[src/rtl/smc_pkg.sv]
package smc_pkg;
    localparam int BUS_W  = 16;
    localparam int WORD_W = 32;

    typedef enum logic [2:0] {
        ST_IDLE,
        ST_STRB,
        ST_HOLD,
        ST_POST,
        ST_DONE
    } smc_state_e;
endpackage

[src/rtl/smc_csdec.sv]
module smc_csdec #(
    parameter int NUM_CS = 6,
    parameter int SEL_W  = 3,
    parameter int WAIT_W = 6,
    parameter int POST_W = 5
) (
    input  logic [SEL_W-1:0]         sel,
    input  logic [NUM_CS-1:0]        cfg_wide,
    input  logic [NUM_CS*WAIT_W-1:0] cfg_wait,
    input  logic [NUM_CS*POST_W-1:0] cfg_post,
    input  logic [NUM_CS-1:0]        cfg_wp,
    input  logic [NUM_CS-1:0]        cfg_ext,
    output logic                     hit,
    output logic                     wide,
    output logic [WAIT_W-1:0]        wst,
    output logic [POST_W-1:0]        post,
    output logic                     wp,
    output logic                     ext
);
    always_comb begin
        hit  = 1'b0;
        wide = 1'b0;
        wst  = '0;
        post = '0;
        wp   = 1'b0;
        ext  = 1'b0;
        for (int i = 0; i < NUM_CS; i++) begin
            if (sel == SEL_W'(i)) begin
                hit  = 1'b1;
                wide = cfg_wide[i];
                wst  = cfg_wait[i*WAIT_W +: WAIT_W];
                post = cfg_post[i*POST_W +: POST_W];
                wp   = cfg_wp[i];
                ext  = cfg_ext[i];
            end
        end
    end
endmodule

[src/rtl/smc_lane.sv]
module smc_lane
    import smc_pkg::*;
#(
    parameter int ADDR_W = 26
) (
    input  logic              wide,
    input  logic [1:0]        beat,
    input  logic [ADDR_W-1:0] base,
    input  logic [WORD_W-1:0] wdata,
    input  logic [3:0]        be,
    input  logic [BUS_W-1:0]  din,
    input  logic [WORD_W-1:0] rdata_cur,
    output logic [ADDR_W-1:0] addr,
    output logic [BUS_W-1:0]  dout,
    output logic [1:0]        wen,
    output logic [WORD_W-1:0] rdata_nxt
);
    always_comb begin
        rdata_nxt = rdata_cur;
        if (wide) begin
            addr = base + ADDR_W'({beat[0], 1'b0});
            dout = wdata[16*beat[0] +: 16];
            wen  = be[2*beat[0] +: 2];
            rdata_nxt[16*beat[0] +: 16] = din;
        end else begin
            addr = base + ADDR_W'(beat);
            dout = {8'h00, wdata[8*beat +: 8]};
            wen  = {1'b0, be[beat]};
            rdata_nxt[8*beat +: 8] = din[7:0];
        end
    end
endmodule

[src/rtl/smc_wdog.sv]
module smc_wdog #(
    parameter int TMO_W = 16
) (
    input  logic             clk,
    input  logic             rst_n,
    input  logic             run,
    input  logic [TMO_W-1:0] limit,
    output logic             expire
);
    logic [TMO_W-1:0] cnt_d, cnt_q;

    always_comb begin
        cnt_d = cnt_q;
        if (!run)
            cnt_d = '0;
        else if (cnt_q != '1)
            cnt_d = cnt_q + TMO_W'(1);
    end

    always_ff @(posedge clk or negedge rst_n) begin
        if (!rst_n) cnt_q <= '0;
        else        cnt_q <= cnt_d;
    end

    assign expire = run && (cnt_q >= limit);

    // the count restarts at zero for every access
    a_r8_cnt_restart: assert property (@(posedge clk) disable iff (!rst_n)
        !run |=> (cnt_q == '0));
endmodule

[src/rtl/smc_top.sv]
module smc_top
    import smc_pkg::*;
#(
    parameter int NUM_CS = 6,
    parameter int ADDR_W = 26,
    parameter int WAIT_W = 6,
    parameter int POST_W = 5,
    parameter int TMO_W  = 16
) (
    input  logic                                        clk,
    input  logic                                        rst_n,
    input  logic                                        req_valid,
    input  logic                                        req_write,
    input  logic [ADDR_W+$clog2(NUM_CS)-1:0]            req_addr,
    input  logic [31:0]                                 req_wdata,
    input  logic [3:0]                                  req_be,
    output logic                                        req_ready,
    output logic [31:0]                                 rsp_rdata,
    output logic                                        rsp_err,
    input  logic [NUM_CS-1:0]                           cfg_wide,
    input  logic [NUM_CS*WAIT_W-1:0]                    cfg_wait,
    input  logic [NUM_CS*POST_W-1:0]                    cfg_post,
    input  logic [NUM_CS-1:0]                           cfg_wp,
    input  logic [NUM_CS-1:0]                           cfg_ext,
    input  logic [TMO_W-1:0]                            cfg_tmo,
    output logic [NUM_CS-1:0]                           mem_cs_n,
    output logic [ADDR_W-1:0]                           mem_addr,
    output logic [15:0]                                 mem_dout,
    output logic                                        mem_dout_en,
    input  logic [15:0]                                 mem_din,
    output logic                                        mem_oe_n,
    output logic [1:0]                                  mem_we_n,
    input  logic                                        mem_wait_n,
    output logic                                        wp_err,
    output logic                                        warm_rst_req
);
    localparam int SEL_W  = $clog2(NUM_CS);
    localparam int REQ_AW = ADDR_W + SEL_W;
    localparam int CNT_W  = (WAIT_W > POST_W) ? WAIT_W : POST_W;

    typedef struct packed {
        smc_state_e        state;
        logic [SEL_W-1:0]  sel;
        logic              write;
        logic [ADDR_W-1:0] base;
        logic [31:0]       wdata;
        logic [3:0]        be;
        logic [1:0]        beat;
        logic [CNT_W-1:0]  cnt;
        logic [31:0]       rdata;
        logic              err;
        logic              wpf;
        logic              warm;
    } regs_t;

    regs_t d, q;

    logic [SEL_W-1:0]  dec_sel;
    logic              dec_hit, dec_wide, dec_wp, dec_ext;
    logic [WAIT_W-1:0] dec_wst;
    logic [POST_W-1:0] dec_post;
    logic [ADDR_W-1:0] lane_addr;
    logic [15:0]       lane_dout;
    logic [1:0]        lane_wen;
    logic [31:0]       lane_rdata;
    logic              wd_run, wd_expire;
    logic              last_beat, in_bus, in_strb;

    assign dec_sel = (q.state == ST_IDLE) ? req_addr[REQ_AW-1 -: SEL_W] : q.sel;

    smc_csdec #(.NUM_CS(NUM_CS), .SEL_W(SEL_W), .WAIT_W(WAIT_W), .POST_W(POST_W)) u_dec (
        .sel(dec_sel), .cfg_wide(cfg_wide), .cfg_wait(cfg_wait), .cfg_post(cfg_post),
        .cfg_wp(cfg_wp), .cfg_ext(cfg_ext), .hit(dec_hit), .wide(dec_wide),
        .wst(dec_wst), .post(dec_post), .wp(dec_wp), .ext(dec_ext)
    );

    smc_lane #(.ADDR_W(ADDR_W)) u_lane (
        .wide(dec_wide), .beat(q.beat), .base(q.base), .wdata(q.wdata), .be(q.be),
        .din(mem_din), .rdata_cur(q.rdata), .addr(lane_addr), .dout(lane_dout),
        .wen(lane_wen), .rdata_nxt(lane_rdata)
    );

    assign wd_run = (q.state == ST_STRB) || (q.state == ST_HOLD) || (q.state == ST_POST);

    smc_wdog #(.TMO_W(TMO_W)) u_wdog (
        .clk(clk), .rst_n(rst_n), .run(wd_run), .limit(cfg_tmo), .expire(wd_expire)
    );

    assign last_beat = dec_wide ? (q.beat == 2'd1) : (q.beat == 2'd3);

    // next-state logic
    always_comb begin
        logic advance;
        d       = q;
        advance = 1'b0;
        case (q.state)
            ST_IDLE: begin
                if (req_valid) begin
                    d.sel   = req_addr[REQ_AW-1 -: SEL_W];
                    d.write = req_write;
                    d.base  = req_addr[ADDR_W-1:0] & ~ADDR_W'(3);
                    d.wdata = req_wdata;
                    d.be    = req_be;
                    d.beat  = 2'd0;
                    d.err   = 1'b0;
                    d.rdata = '0;
                    if (!dec_hit) begin
                        d.err   = 1'b1;
                        d.state = ST_DONE;
                    end else if (req_write && dec_wp) begin
                        d.wpf   = 1'b1;
                        d.state = ST_DONE;
                    end else begin
                        d.cnt   = CNT_W'(dec_wst);
                        d.state = ST_STRB;
                    end
                end
            end
            ST_STRB: begin
                if (wd_expire) begin
                    d.state = ST_DONE;
                    d.err   = 1'b1;
                    d.warm  = 1'b1;
                end else if (q.cnt != '0) begin
                    d.cnt = q.cnt - CNT_W'(1);
                end else if (!dec_ext || !mem_wait_n) begin
                    if (!q.write) d.rdata = lane_rdata;
                    d.state = ST_HOLD;
                end
            end
            ST_HOLD: begin
                if (wd_expire) begin
                    d.state = ST_DONE;
                    d.err   = 1'b1;
                    d.warm  = 1'b1;
                end else if (dec_post != '0) begin
                    d.cnt   = CNT_W'(dec_post - POST_W'(1));
                    d.state = ST_POST;
                end else begin
                    advance = 1'b1;
                end
            end
            ST_POST: begin
                if (wd_expire) begin
                    d.state = ST_DONE;
                    d.err   = 1'b1;
                    d.warm  = 1'b1;
                end else if (q.cnt != '0) begin
                    d.cnt = q.cnt - CNT_W'(1);
                end else begin
                    advance = 1'b1;
                end
            end
            ST_DONE: d.state = ST_IDLE;
            default: d.state = ST_IDLE;
        endcase
        if (advance) begin
            if (last_beat) begin
                d.state = ST_DONE;
            end else begin
                d.beat  = q.beat + 2'd1;
                d.cnt   = CNT_W'(dec_wst);
                d.state = ST_STRB;
            end
        end
    end

    always_ff @(posedge clk or negedge rst_n) begin
        if (!rst_n) begin
            q       <= '0;
            q.state <= ST_IDLE;
        end else begin
            q <= d;
        end
    end

    // bus outputs
    assign in_strb = (q.state == ST_STRB);
    assign in_bus  = in_strb || (q.state == ST_HOLD);

    always_comb begin
        for (int i = 0; i < NUM_CS; i++)
            mem_cs_n[i] = !(in_bus && (q.sel == SEL_W'(i)));
    end

    assign mem_addr     = lane_addr;
    assign mem_dout     = lane_dout;
    assign mem_dout_en  = in_bus && q.write;
    assign mem_oe_n     = !(in_strb && !q.write);
    assign mem_we_n     = (in_strb && q.write) ? ~lane_wen : 2'b11;
    assign req_ready    = (q.state == ST_DONE);
    assign rsp_rdata    = q.rdata;
    assign rsp_err      = q.err;
    assign wp_err       = q.wpf;
    assign warm_rst_req = q.warm;

    // checks
    logic bus_strb;
    assign bus_strb = !mem_oe_n || (mem_we_n != 2'b11);

    a_r9_oe_we_excl: assert property (@(posedge clk) disable iff (!rst_n)
        !(!mem_oe_n && (mem_we_n != 2'b11)));

    a_r1_one_cs: assert property (@(posedge clk) disable iff (!rst_n)
        $onehot0(~mem_cs_n));

    a_r9_ready_pulse: assert property (@(posedge clk) disable iff (!rst_n)
        req_ready |=> !req_ready);

    a_r5_hold_after_strobe: assert property (@(posedge clk) disable iff (!rst_n)
        ($fell(bus_strb) && !req_ready) |->
            ($stable(mem_cs_n) && $stable(mem_addr) && $stable(mem_dout)));

    a_r8_abort_release: assert property (@(posedge clk) disable iff (!rst_n)
        $rose(warm_rst_req) |-> (req_ready && rsp_err && mem_oe_n && (&mem_cs_n)));

    a_r10_sticky_flags: assert property (@(posedge clk) disable iff (!rst_n)
        (wp_err || warm_rst_req) |=> ($past(wp_err) -> wp_err) && ($past(warm_rst_req) -> warm_rst_req));

    for (genvar g = 0; g < NUM_CS; g++) begin : g_wp_chk
        a_r7_wp_no_we: assert property (@(posedge clk) disable iff (!rst_n)
            (!mem_cs_n[g] && cfg_wp[g]) |-> (mem_we_n == 2'b11));
    end
endmodule

[config.mk]
export PLATFORM = sky130hd
export DESIGN_NAME = smc_top
export DESIGN_NICKNAME = d
export VERILOG_FILES = /design/src/rtl/smc_pkg.sv /design/src/rtl/smc_csdec.sv /design/src/rtl/smc_lane.sv /design/src/rtl/smc_wdog.sv /design/src/rtl/smc_top.sv
export SDC_FILE = /design/constraint.sdc
export NUM_CORES = 1
export LEC_CHECK = 0
export BUFFER_PORTS_ARGS = -buffer_cell sky130_fd_sc_hd__buf_4
export CAP_MARGIN = 10
export CORE_MARGIN = 5
export CORE_UTILIZATION = 45
export CTS_CLUSTER_SIZE = 40
export DETAILED_ROUTE_END_ITERATION = 12
export HOLD_SLACK_MARGIN = 0.12
export PLACE_DENSITY = 0.75
export SLEW_MARGIN = 20
export SYNTH_ARGS = -nofsm -noshare
export SYNTH_HDL_FRONTEND = slang
export SYNTH_SLANG_ARGS = --single-unit
[constraint.sdc]
create_clock -name clk -period 4.05 [get_ports clk]
set_input_delay 0.81 -clock clk [delete_from_list [all_inputs] [get_ports clk]]
set_output_delay 0.81 -clock clk [all_outputs]
set_load 0.01 [all_outputs]
==> results of run 1 <==
[flip-flops by register name, summed over array words and instances, names as in the netlist]
name          cells
rsp_rdata        32
u_wdog.cnt_q     16
q                75
rsp_err           1
wp_err            1
warm_rst_req      1
[layer usage]
layer | GRT usage (%) | routed length (um)
met4 | 5.96 | 434
met5 | 0 | 0
met3 | 5.58 | 1810
met1 | 31.8 | 11500
met2 | 38.8 | 12600
[kinds of logic (layout without fill, tap and decap cells)]
family                   after synthesis  count (layout)  share of synthesized area [%]
AND/OR/NAND/NOR                      412             412                           21.3
AO/OA/AOI/OAI                        211             211                           18.5
buffers and inverters                154             390                           9.56
flip-flops                           126             126                           37.0
multiplexers                          67              67                           8.62
adder cells (fa/ha/maj)               24              24                           3.49
XOR/XNOR                              15              15                           1.54
[what timing repair did]
action | in CTS | in global routing
setup endpoints to repair | 6 | 10
pin swaps | 1 | 6
setup buffers | 0 | 4
gates resized for setup | 1 | 11
[power breakdown]
part | switching [mW] | internal, mW
Combinational | 2.48 | 1.96
Clock | 0.573 | 0.920
Sequential | 0.362 | 1.71
[cell type report]
class | count | area, um2 | area share (%)
multi-input combinational | 729 | 4610 | 41.2
sequential | 126 | 3150 | 28.2
timing repair buffer | 311 | 2360 | 21.1
clock buffer | 18 | 439 | 3.93
tap | 234 | 293 | 2.62
inverter | 48 | 180 | 1.61
clock inverter | 13 | 141 | 1.26
[Yosys cell counts (7+ instances only)]
cell | n | area (um2)
a22oi_1 | 16 | 120
nor2_1 | 53 | 199
nor2b_1 | 7 | 43.8
a21oi_1 | 39 | 195
mux2_2 | 28 | 315
nand2_1 | 247 | 927
mux2i_1 | 36 | 360
inv_1 | 47 | 176
buf_4 | 57 | 428
nand3_1 | 31 | 155
clkbuf_1 | 35 | 131
nor3_1 | 16 | 80.1
ha_1 | 23 | 288
o21ai_0 | 31 | 155
a31oi_1 | 7 | 43.8
a22o_1 | 18 | 158
dfrtp_1 | 126 | 3150
buf_2 | 7 | 35.0
o22ai_1 | 15 | 93.8
or3_1 | 7 | 43.8
xnor2_1 | 9 | 78.8
nand2b_1 | 11 | 68.8
a221oi_1 | 15 | 131
[per-stage QoR]
| stage | worst slack [ns] | TNS (ns) | cells | cell area [um2] |
|---|---|---|---|---|
| 2_1_floorplan | 0.512 | 0 | 1009 | 8530 |
| 3_3_place_gp | 0.264 | 0 | 1444 | 10500 |
| 3_5_place_dp | 0.226 | 0 | 1444 | 10500 |
| 4_1_cts | -0.00286 | -0.00286 | 1475 | 11100 |
| 5_1_grt | -0.0146 | -0.0314 | 1479 | 11200 |
| 6_report | 0.117 | 0 | 1479 | 11200 |
[final timing paths]
| path | startpoint | endpoint | slack, ns | cells after the start |
|---|---|---|---|---|
| max reg2reg | q[109] | q[40] | 0.41 | 10 |
| min in group asynchronous | rst_n | u_wdog.cnt_q[2] | 0.48 | 1 |
| min reg2reg | warm_rst_req | warm_rst_req | 0.47 | 1 |
| max | q[109] | mem_dout[3] | 0.12 | 10 |
| max in group asynchronous | rst_n | q[63] | 2.71 | 2 |
| min | warm_rst_req | warm_rst_req | 0.47 | 1 |
==> flow_summary.ini, run 1 <==
[cts]
clock_latency_ns = 0.41
clock_path_buffers = 2
clock_sinks = 126
root_buffer = clkbuf_16
holdBufCountCts = 0
numCtsBuffers = 17
cts.reportedPaths.clkPinSlew_ns = 0.06
htree_levels = 4
cts_tree = done

[timing]
finalHoldWorstSlack_ns = 0.467
worst_pin_slew_ns = 0.954
setup_violations = 0
final_hold_viol_count = 0
period_needed_ns = 3.93
fmax_mhz = 254
slew_viol_final = 0
min_period_over_period_pct = 97.1
slew_headroom_pct = 36.4
finClkSkew_ns = 0.00761

[critical_path]
cpPeakStageDelay_ns = 0.40
crit_arrival_ns = 3.12
path_delay_family = compound AO/OA/AOI/OAI gates
worstPathCellList = buf_4, o31a_1, a21o_1, mux2_2, a22oi_2, o221ai_4, buf_12, a221oi_1, o22ai_1, buf_4
cp_data_required_time_ns = 3.24
crit_type = flip-flop to output pin
crit_path_end_kind = output pin
cp_num_buf_inv = 3
path_common_cell = buf_4
cp-start-kind = flip-flop
critPathMaxFanout = 23
slowest_stage = dfrtp_1

[die]
dieWidth_um = 148
initial_utilization_pct = 45.6
core_area_um2 = 18700
die_height_um = 148
row_count = 50
ios = 274
dieArea_um2 = 21800

[logic_synthesis]
async_flop_share_pct = 100
ys_warn_count = 0
synth_seq_cells = 126
synth_edf_count = 0
syn_area_per_cell_um2 = 8.46
synth_nets = 1218
synth_ff_type = dfrtp_1
synthCells = 1009
ys_seq_area_share_pct = 37.0
syn_area_um2 = 8530
yosys.cell_types.count = 79

[cells_and_area]
fillers = 1676
drive_above_1_share_pct = 32.3
most-common-layout-cells = buf_4, nand2_1, dfrtp_1
nets = 1442
n_antenna_cell = 0
layout_commonest_cell = buf_4
fin_util_pct = 59.8
synthToLayoutAreaGrowth_pct = 31.0

[route]
drc = 0
postRouteAntennaNets = 0
vias = 8230
first_iter_violations = 586
first_pass_iters = 5
routedWlPerCell_um = 17.8
vias_per_cell = 5.56
wirelength_um = 26300

[placed_design]
dp.final_hpwl_um = 19600
place_congestion = 0.964
port_buffers = 271

[grt]
antenna_found_initial = 0
grt_first_pass_wirelength_um = 42300
grt_pass1_vias = 8025
grt_max_degree = 101
grtUsageTotal_pct = 23.7
overflow = 0

[power_and_ir_drop]
power_mw = 8.00
vdd_drop_max_uv = 363
leakagePower_nw = 5.59
cellPowerDensity_nw_per_um2 = 715

[hold_path]
hold_path.class = flip-flop to flip-flop

[outcome]
status = completed

[flow_run]
maxCapViolCount = 0
Power figures use the tool's default switching activity.
==> inputs of run 2 (changes only) <==
Settings changed: CORE_MARGIN 5 to not set.
==> run 2 against run 1 <==
Net effect: total power is 3.6% higher; critical endpoint is now mem_dout[2]; via count stayed put; die area is 11% lower; routed wire length is 0.60% lower; largest power group unchanged.
==> flow_summary.ini, run 2 (synthesized netlist as in run 1, its figures left out) <==
[critical_path]
crit_path_end_kind = output pin
worstSetupPathDepth = 10
path_delay_family = compound AO/OA/AOI/OAI gates
worstPathCellList = buf_4, or3_4, buf_4, mux2_2, o221ai_4, nor2_4, buf_4, a221oi_1, o22ai_1, buf_4
cp-start-kind = flip-flop
slowest_stage = dfrtp_1
cp_num_buf_inv = 4
reg2reg_from = q[110]
cpPeakStageDelay_ns = 0.41
rr_worst_depth = 11
crit_arrival_ns = 3.13
cp-startpoint = q[111]
path_common_cell = buf_4
critPathMaxFanout = 14
crit_type = flip-flop to output pin
cp_data_required_time_ns = 3.24

[route]
vias = 8230
vias_per_cell = 5.54
postRouteAntennaNets = 0
routedWlPerCell_um = 17.6
wirelength_um = 26200
first_pass_iters = 5
drc = 0
first_iter_violations = 539

[timing]
slew_viol_final = 0
worst_pin_slew_ns = 0.961
rsz0062_at_grt = yes
fmax_mhz = 254
min_period_over_period_pct = 97.3
period_needed_ns = 3.94
final_hold_viol_count = 0
slew_headroom_pct = 35.9
setup_ws_ns = 0.108
finClkSkew_ns = 0.0112
setup_violations = 0

[cts]
cts.reportedPaths.clkPinSlew_ns = 0.06
htree_levels = 4
cts_tree = done
clock_path_buffers = 2
root_buffer = clkbuf_16
numCtsBuffers = 17
clock_latency_ns = 0.42
clock_sinks = 126

[cells_and_area]
largest_register = q
most-common-layout-cells = buf_4, nand2_1, dfrtp_1
fillers = 1588
fin_util_pct = 61.9
synthToLayoutAreaGrowth_pct = 32.6
nets = 1453
multi_input_area_um2 = 4620
layout_commonest_cell = buf_4
largest_register_ffs = 75
seq_area_um2 = 3150
drive_above_1_share_pct = 33.0
n_antenna_cell = 0

[grt]
grtUsageTotal_pct = 26.9
grt_pass1_vias = 7977
antenna_found_initial = 0
grt_first_pass_wirelength_um = 41400
overflow = 0
grt_max_degree = 100

[power_and_ir_drop]
seqPwrFrac_pct = 25.1
p_int_mw = 4.78
leakagePower_nw = 5.66
vdd_drop_max_uv = 404
pwr-share-clk_pct = 19.1
power_switching_mw = 3.50
switching_share_pct = 42.3
power_mw = 8.29
cellPowerDensity_nw_per_um2 = 732
combPwrFrac_pct = 55.8

[placed_design]
place_congestion = 0.942
dp.final_hpwl_um = 19200
port_buffers = 271
place_ws_ns = 0.227

[die]
dieWidth_um = 140
initial_utilization_pct = 46.7
dieArea_um2 = 19500
die_height_um = 140
core_area_um2 = 18300
row_count = 49
ios = 274

[outcome]
status = completed

[flow_run]
maxCapViolCount = 0

[hold_path]
hold_path.class = input port to async pin
run 2: cell count changes in the layout (fill, tap and decap cells not counted), moves of 2 or more:
cell,previous run,this run
buf_6,4,6
inv_6,1,6
clkinv_4,4,2
o22ai_1,13,15
buf_4,306,314
clkinvlp_4,3,1
o22ai_2,2,0
run 2: path summary, 6_finish.rpt:
| check | endpoint | slack, ns |
|---|---|---|
| setup reg to reg | q[40] | 0.45 |
| hold reg to reg | q[95] | 0.47 |
| hold / removal | u_wdog.cnt_q[0] | 0.47 |
| min in group clk | q[95] | 0.47 |
| max in group asynchronous | rsp_rdata[10] | 2.73 |
| setup / recovery | mem_dout[2] | 0.11 |
run 2: per-layer routing:
layer | vias up | share of wire [%] | GRT usage [%]
met5 | - | 0 | 0
met4 | 0 | 2.9 | 10.4
met3 | 54 | 6.6 | 6.71
met2 | 313 | 46 | 42.8
met1 | 3895 | 44 | 35.1
li1 | 3968 | - | -
run 2: power groups by stage:
stage | sequential (mW) | combinational, mW | clock (mW)
2_1_floorplan | 1.96 | 3.02 | 0
3_3_place_gp | 2.08 | 4.33 | 0
3_5_place_dp | 2.09 | 4.39 | 0
4_1_cts | 2.07 | 4.44 | 1.61
5_1_grt | 2.14 | 5.02 | 1.67
6_report | 2.08 | 4.62 | 1.58
run 2: layout make-up:
class	instances	area share, %
flip-flops and latches	126	27.9
inverters	48	1.59
multi-input cells	729	40.8
well taps	229	2.53
clock inverters	14	1.57
repair buffers	322	21.8
clock buffers	18	3.79
run 2: per-stage QoR:
step | hold slack (ns) | cells | setup TNS [ns] | area [um2]
global route | 0.487 | 1486 | -0.0703 | 11300
finish | 0.467 | 1486 | 0 | 11300
CTS | 0.472 | 1476 | 0 | 11200
detailed placement | 0.458 | 1444 | 0 | 10600
floorplan | 0.445 | 1009 | 0 | 8530
global placement | 0.453 | 1444 | 0 | 10600
run 2: worst reg2reg max path, delay by kind of cell, from the launching register on:
| family | cells | cell delay, ns |
|---|---|---|
| and+or+nand+nor | 3 | 1.23 |
| muxes | 1 | 0.36 |
| buffers and inverters | 2 | 0.28 |
| AOI/OAI and AO/OA | 5 | 1.25 |
| DFF | 1 | 0.44 |
run 2: timing repair:
item | in CTS | in global routing
gates resized for setup | 4 | 13
setup endpoints to repair | 6 | 8
pin swaps | 2 | 6
cloned | 0 | 1
buffers inserted | 0 | 9
hold buffers | 0 | 0
==> inputs of run 3 (changes only) <==
Settings changed: ABC_AREA set to 1, SETUP_SLACK_MARGIN set to 0.5.
==> run 3 against run 2 <==
Net effect: synthesized cell count grew 25%; first-iteration DRC count grew 46%; utilization shrank 0.37 points.
==> flow_summary.ini, run 3 <==
[outcome]
status = completed

[cts]
holdBufCountCts = 0
clock_sinks = 126
htree_levels = 4
clock_latency_ns = 0.43
cts_tree = done
clock_path_buffers = 2
cts.reportedPaths.clkPinSlew_ns = 0.06
root_buffer = clkbuf_16
numCtsBuffers = 17

[placed_design]
place_congestion = 0.895
dp.final_hpwl_um = 20200
port_buffers = 271
dpl_cell_area_um2 = 10500

[route]
vias = 9206
routedWlPerCell_um = 15.7
postRouteAntennaNets = 0
drc = 0
vias_per_cell = 5.28
first_iter_violations = 787
first_pass_iters = 5
wirelength_um = 27300

[cells_and_area]
multi_input_area_um2 = 4550
layout_commonest_cell = nand2_1
synthToLayoutAreaGrowth_pct = 33.7
fillers = 1712
nets = 1702
largest_register = q
most-common-layout-cells = nand2_1, buf_4, nor2_1
seq_area_um2 = 3160
largest_register_ffs = 75
drive_above_1_share_pct = 27.8
finalInstanceArea_um2 = 11500

[logic_synthesis]
syn_area_um2 = 8610
synth_ff_type = dfrtp_1
synth.top_cell.area_share_pct = 36.6
yosys.cell_types.count = 48
ys_seq_area_share_pct = 36.6
synth-adder-area-share_pct = 3.34
yosysTopAreaCell = dfrtp_1
synthSimpleGateAreaFrac_pct = 34.5
synth.most_common_cell = nand2_1
synth_mux_area_share_pct = 0
synthCells = 1259
synth_top_family_by_area = simple AND/OR/NAND/NOR gates
synthXorXnorAreaFrac_pct = 0.407
syn_area_per_cell_um2 = 6.84
synth_nets = 1468
synth_seq_cells = 126
ys_top_cells_by_area = dfrtp_1, nand2_1, nor2_1
ys_warn_count = 0
synthTopCellsByCount = nand2_1, dfrtp_1, nor2_1, inv_1, o21ai_0
synth_edf_count = 0
synth_compound_area_share_pct = 12.3
async_flop_share_pct = 100

[flow_run]
maxCapViolCount = 0

[critical_path]
cp-start-kind = flip-flop
critPathMaxFanout = 7
crit_type = flip-flop to output pin
r2r_slack_ns = 0.85
rr_worst_depth = 17
crit_arrival_ns = 2.72
cp-startpoint = q[110]
crit_path_end_kind = output pin
cp_data_required_time_ns = 3.24
r2r-end = rsp_rdata[7]
reg2reg_from = q[110]

[timing]
period_needed_ns = 3.53
finClkSkew_ns = 0.0128
min_period_over_period_pct = 87.1
final_hold_viol_count = 0
fmax_mhz = 283
finalSetupTns_ns = 0
rsz0062_at_grt = yes
slew_viol_final = 0
worst_pin_slew_ns = 1.06
setup_violations = 0
slew_headroom_pct = 29.0

[grt]
grtUsageTotal_pct = 28.2
overflow = 0
grt_max_degree = 88
grt_pass1_vias = 8924
antenna_found_initial = 2
grt_first_pass_wirelength_um = 43700

[die]
row_count = 50
dieArea_um2 = 19700
core_area_um2 = 18700
dieWidth_um = 140
die_height_um = 140
initial_utilization_pct = 46.0
ios = 274

[power_and_ir_drop]
vdd_drop_max_uv = 373
power_mw = 9.33
leakagePower_nw = 6.00
cellPowerDensity_nw_per_um2 = 811

[hold_path]
hold_path.class = input port to async pin
==> run 3: cell count changes after synthesis, sizes merged, moves of 18 or more <==
cell / before / now
a22o: 18 / 0
inv: 47 / 131
mux2: 29 / 0
mux2i: 38 / 0
nand2: 247 / 401
nand3: 32 / 80
nand4: 3 / 47
nor2: 53 / 131
o21ai: 36 / 96
==> run 3: worst max-delay path, cell delays in order (launching register included) <==
cell and delay, ns:
dfrtp_2 0.43, nor2_4 0.06, buf_4 0.15, buf_4 0.12, nand3b_1 0.08, nand2_2 0.08, buf_6 0.13, nand4_1 0.07
nand3_1 0.09, a21oi_2 0.16, nand3_4 0.22, buf_6 0.22, a22oi_2 0.15, o221ai_1 0.14, buf_4 0.17
==> run 3: where the power goes <==
part           internal [mW]  switching [mW]
logic                   2.26            3.49
clock network          0.885           0.653
registers               1.74           0.314
total                   4.88            4.45
==> run 3: worst max-delay path by stage <==
stage | endpoint | cells after the start
finish | mem_dout[5] | 14
floorplan | mem_dout[0] | 12
global route | mem_we_n[0] | 15
global placement | mem_dout[1] | 14
detailed placement | mem_dout[1] | 14
CTS | mem_dout[4] | 14
==> run 3: area by class of cell <==
type,instances,share of cell area [%]
repair buffers,314,21.0
flip-flops and latches,126,27.4
well taps,234,2.54
clock inverters,14,1.27
clock buffers,18,3.81
diodes,2,0.0435
inverters,131,4.40
multi-input cells,903,39.5
==> run 3: routing by layer <==
metal / share of wire [%] / up-vias / global-route usage (%)
met5: 0 / - / 0
met4: 3.6 / 0 / 13.6
met2: 47 / 408 / 46.3
met3: 7.9 / 69 / 7.18
met1: 41 / 4202 / 34.5
li1: - / 4527 / -
==> run 3: timing repair <==
action / in CTS / in global routing
resized for setup: 39 / 10
endpoints found under the hold margin: 0 / 0
pin swaps: 7 / 4
buffers inserted: 23 / 2
gates cloned: 2 / 0
setup endpoints to repair: 21 / 10
==> run 3: logic make-up (layout without fill, tap and decap cells) <==
kind of cell	Yosys count	after routing
AO/OA/AOI/OAI	187	187
XOR/XNOR	4	4
adder cells (fa/ha/maj)	23	23
buffers and inverters	231	477
flip-flops	126	126
other	0	2
AND/OR/NAND/NOR	688	689
==> run 3: metrics by stage <==
| step | instances | worst slack (ns) | hold WS (ns) | util [%] |
|---|---|---|---|---|
| 2_1_floorplan | 1259 | 0.831 | 0.442 | - |
| 3_3_place_gp | 1681 | 0.199 | 0.455 | 55.9 |
| 3_5_place_dp | 1681 | 0.162 | 0.461 | 55.9 |
| 4_1_cts | 1738 | 0.491 | 0.479 | 61.2 |
| 5_1_grt | 1742 | 0.391 | 0.483 | 61.6 |
| 6_report | 1742 | 0.522 | 0.385 | 61.6 |
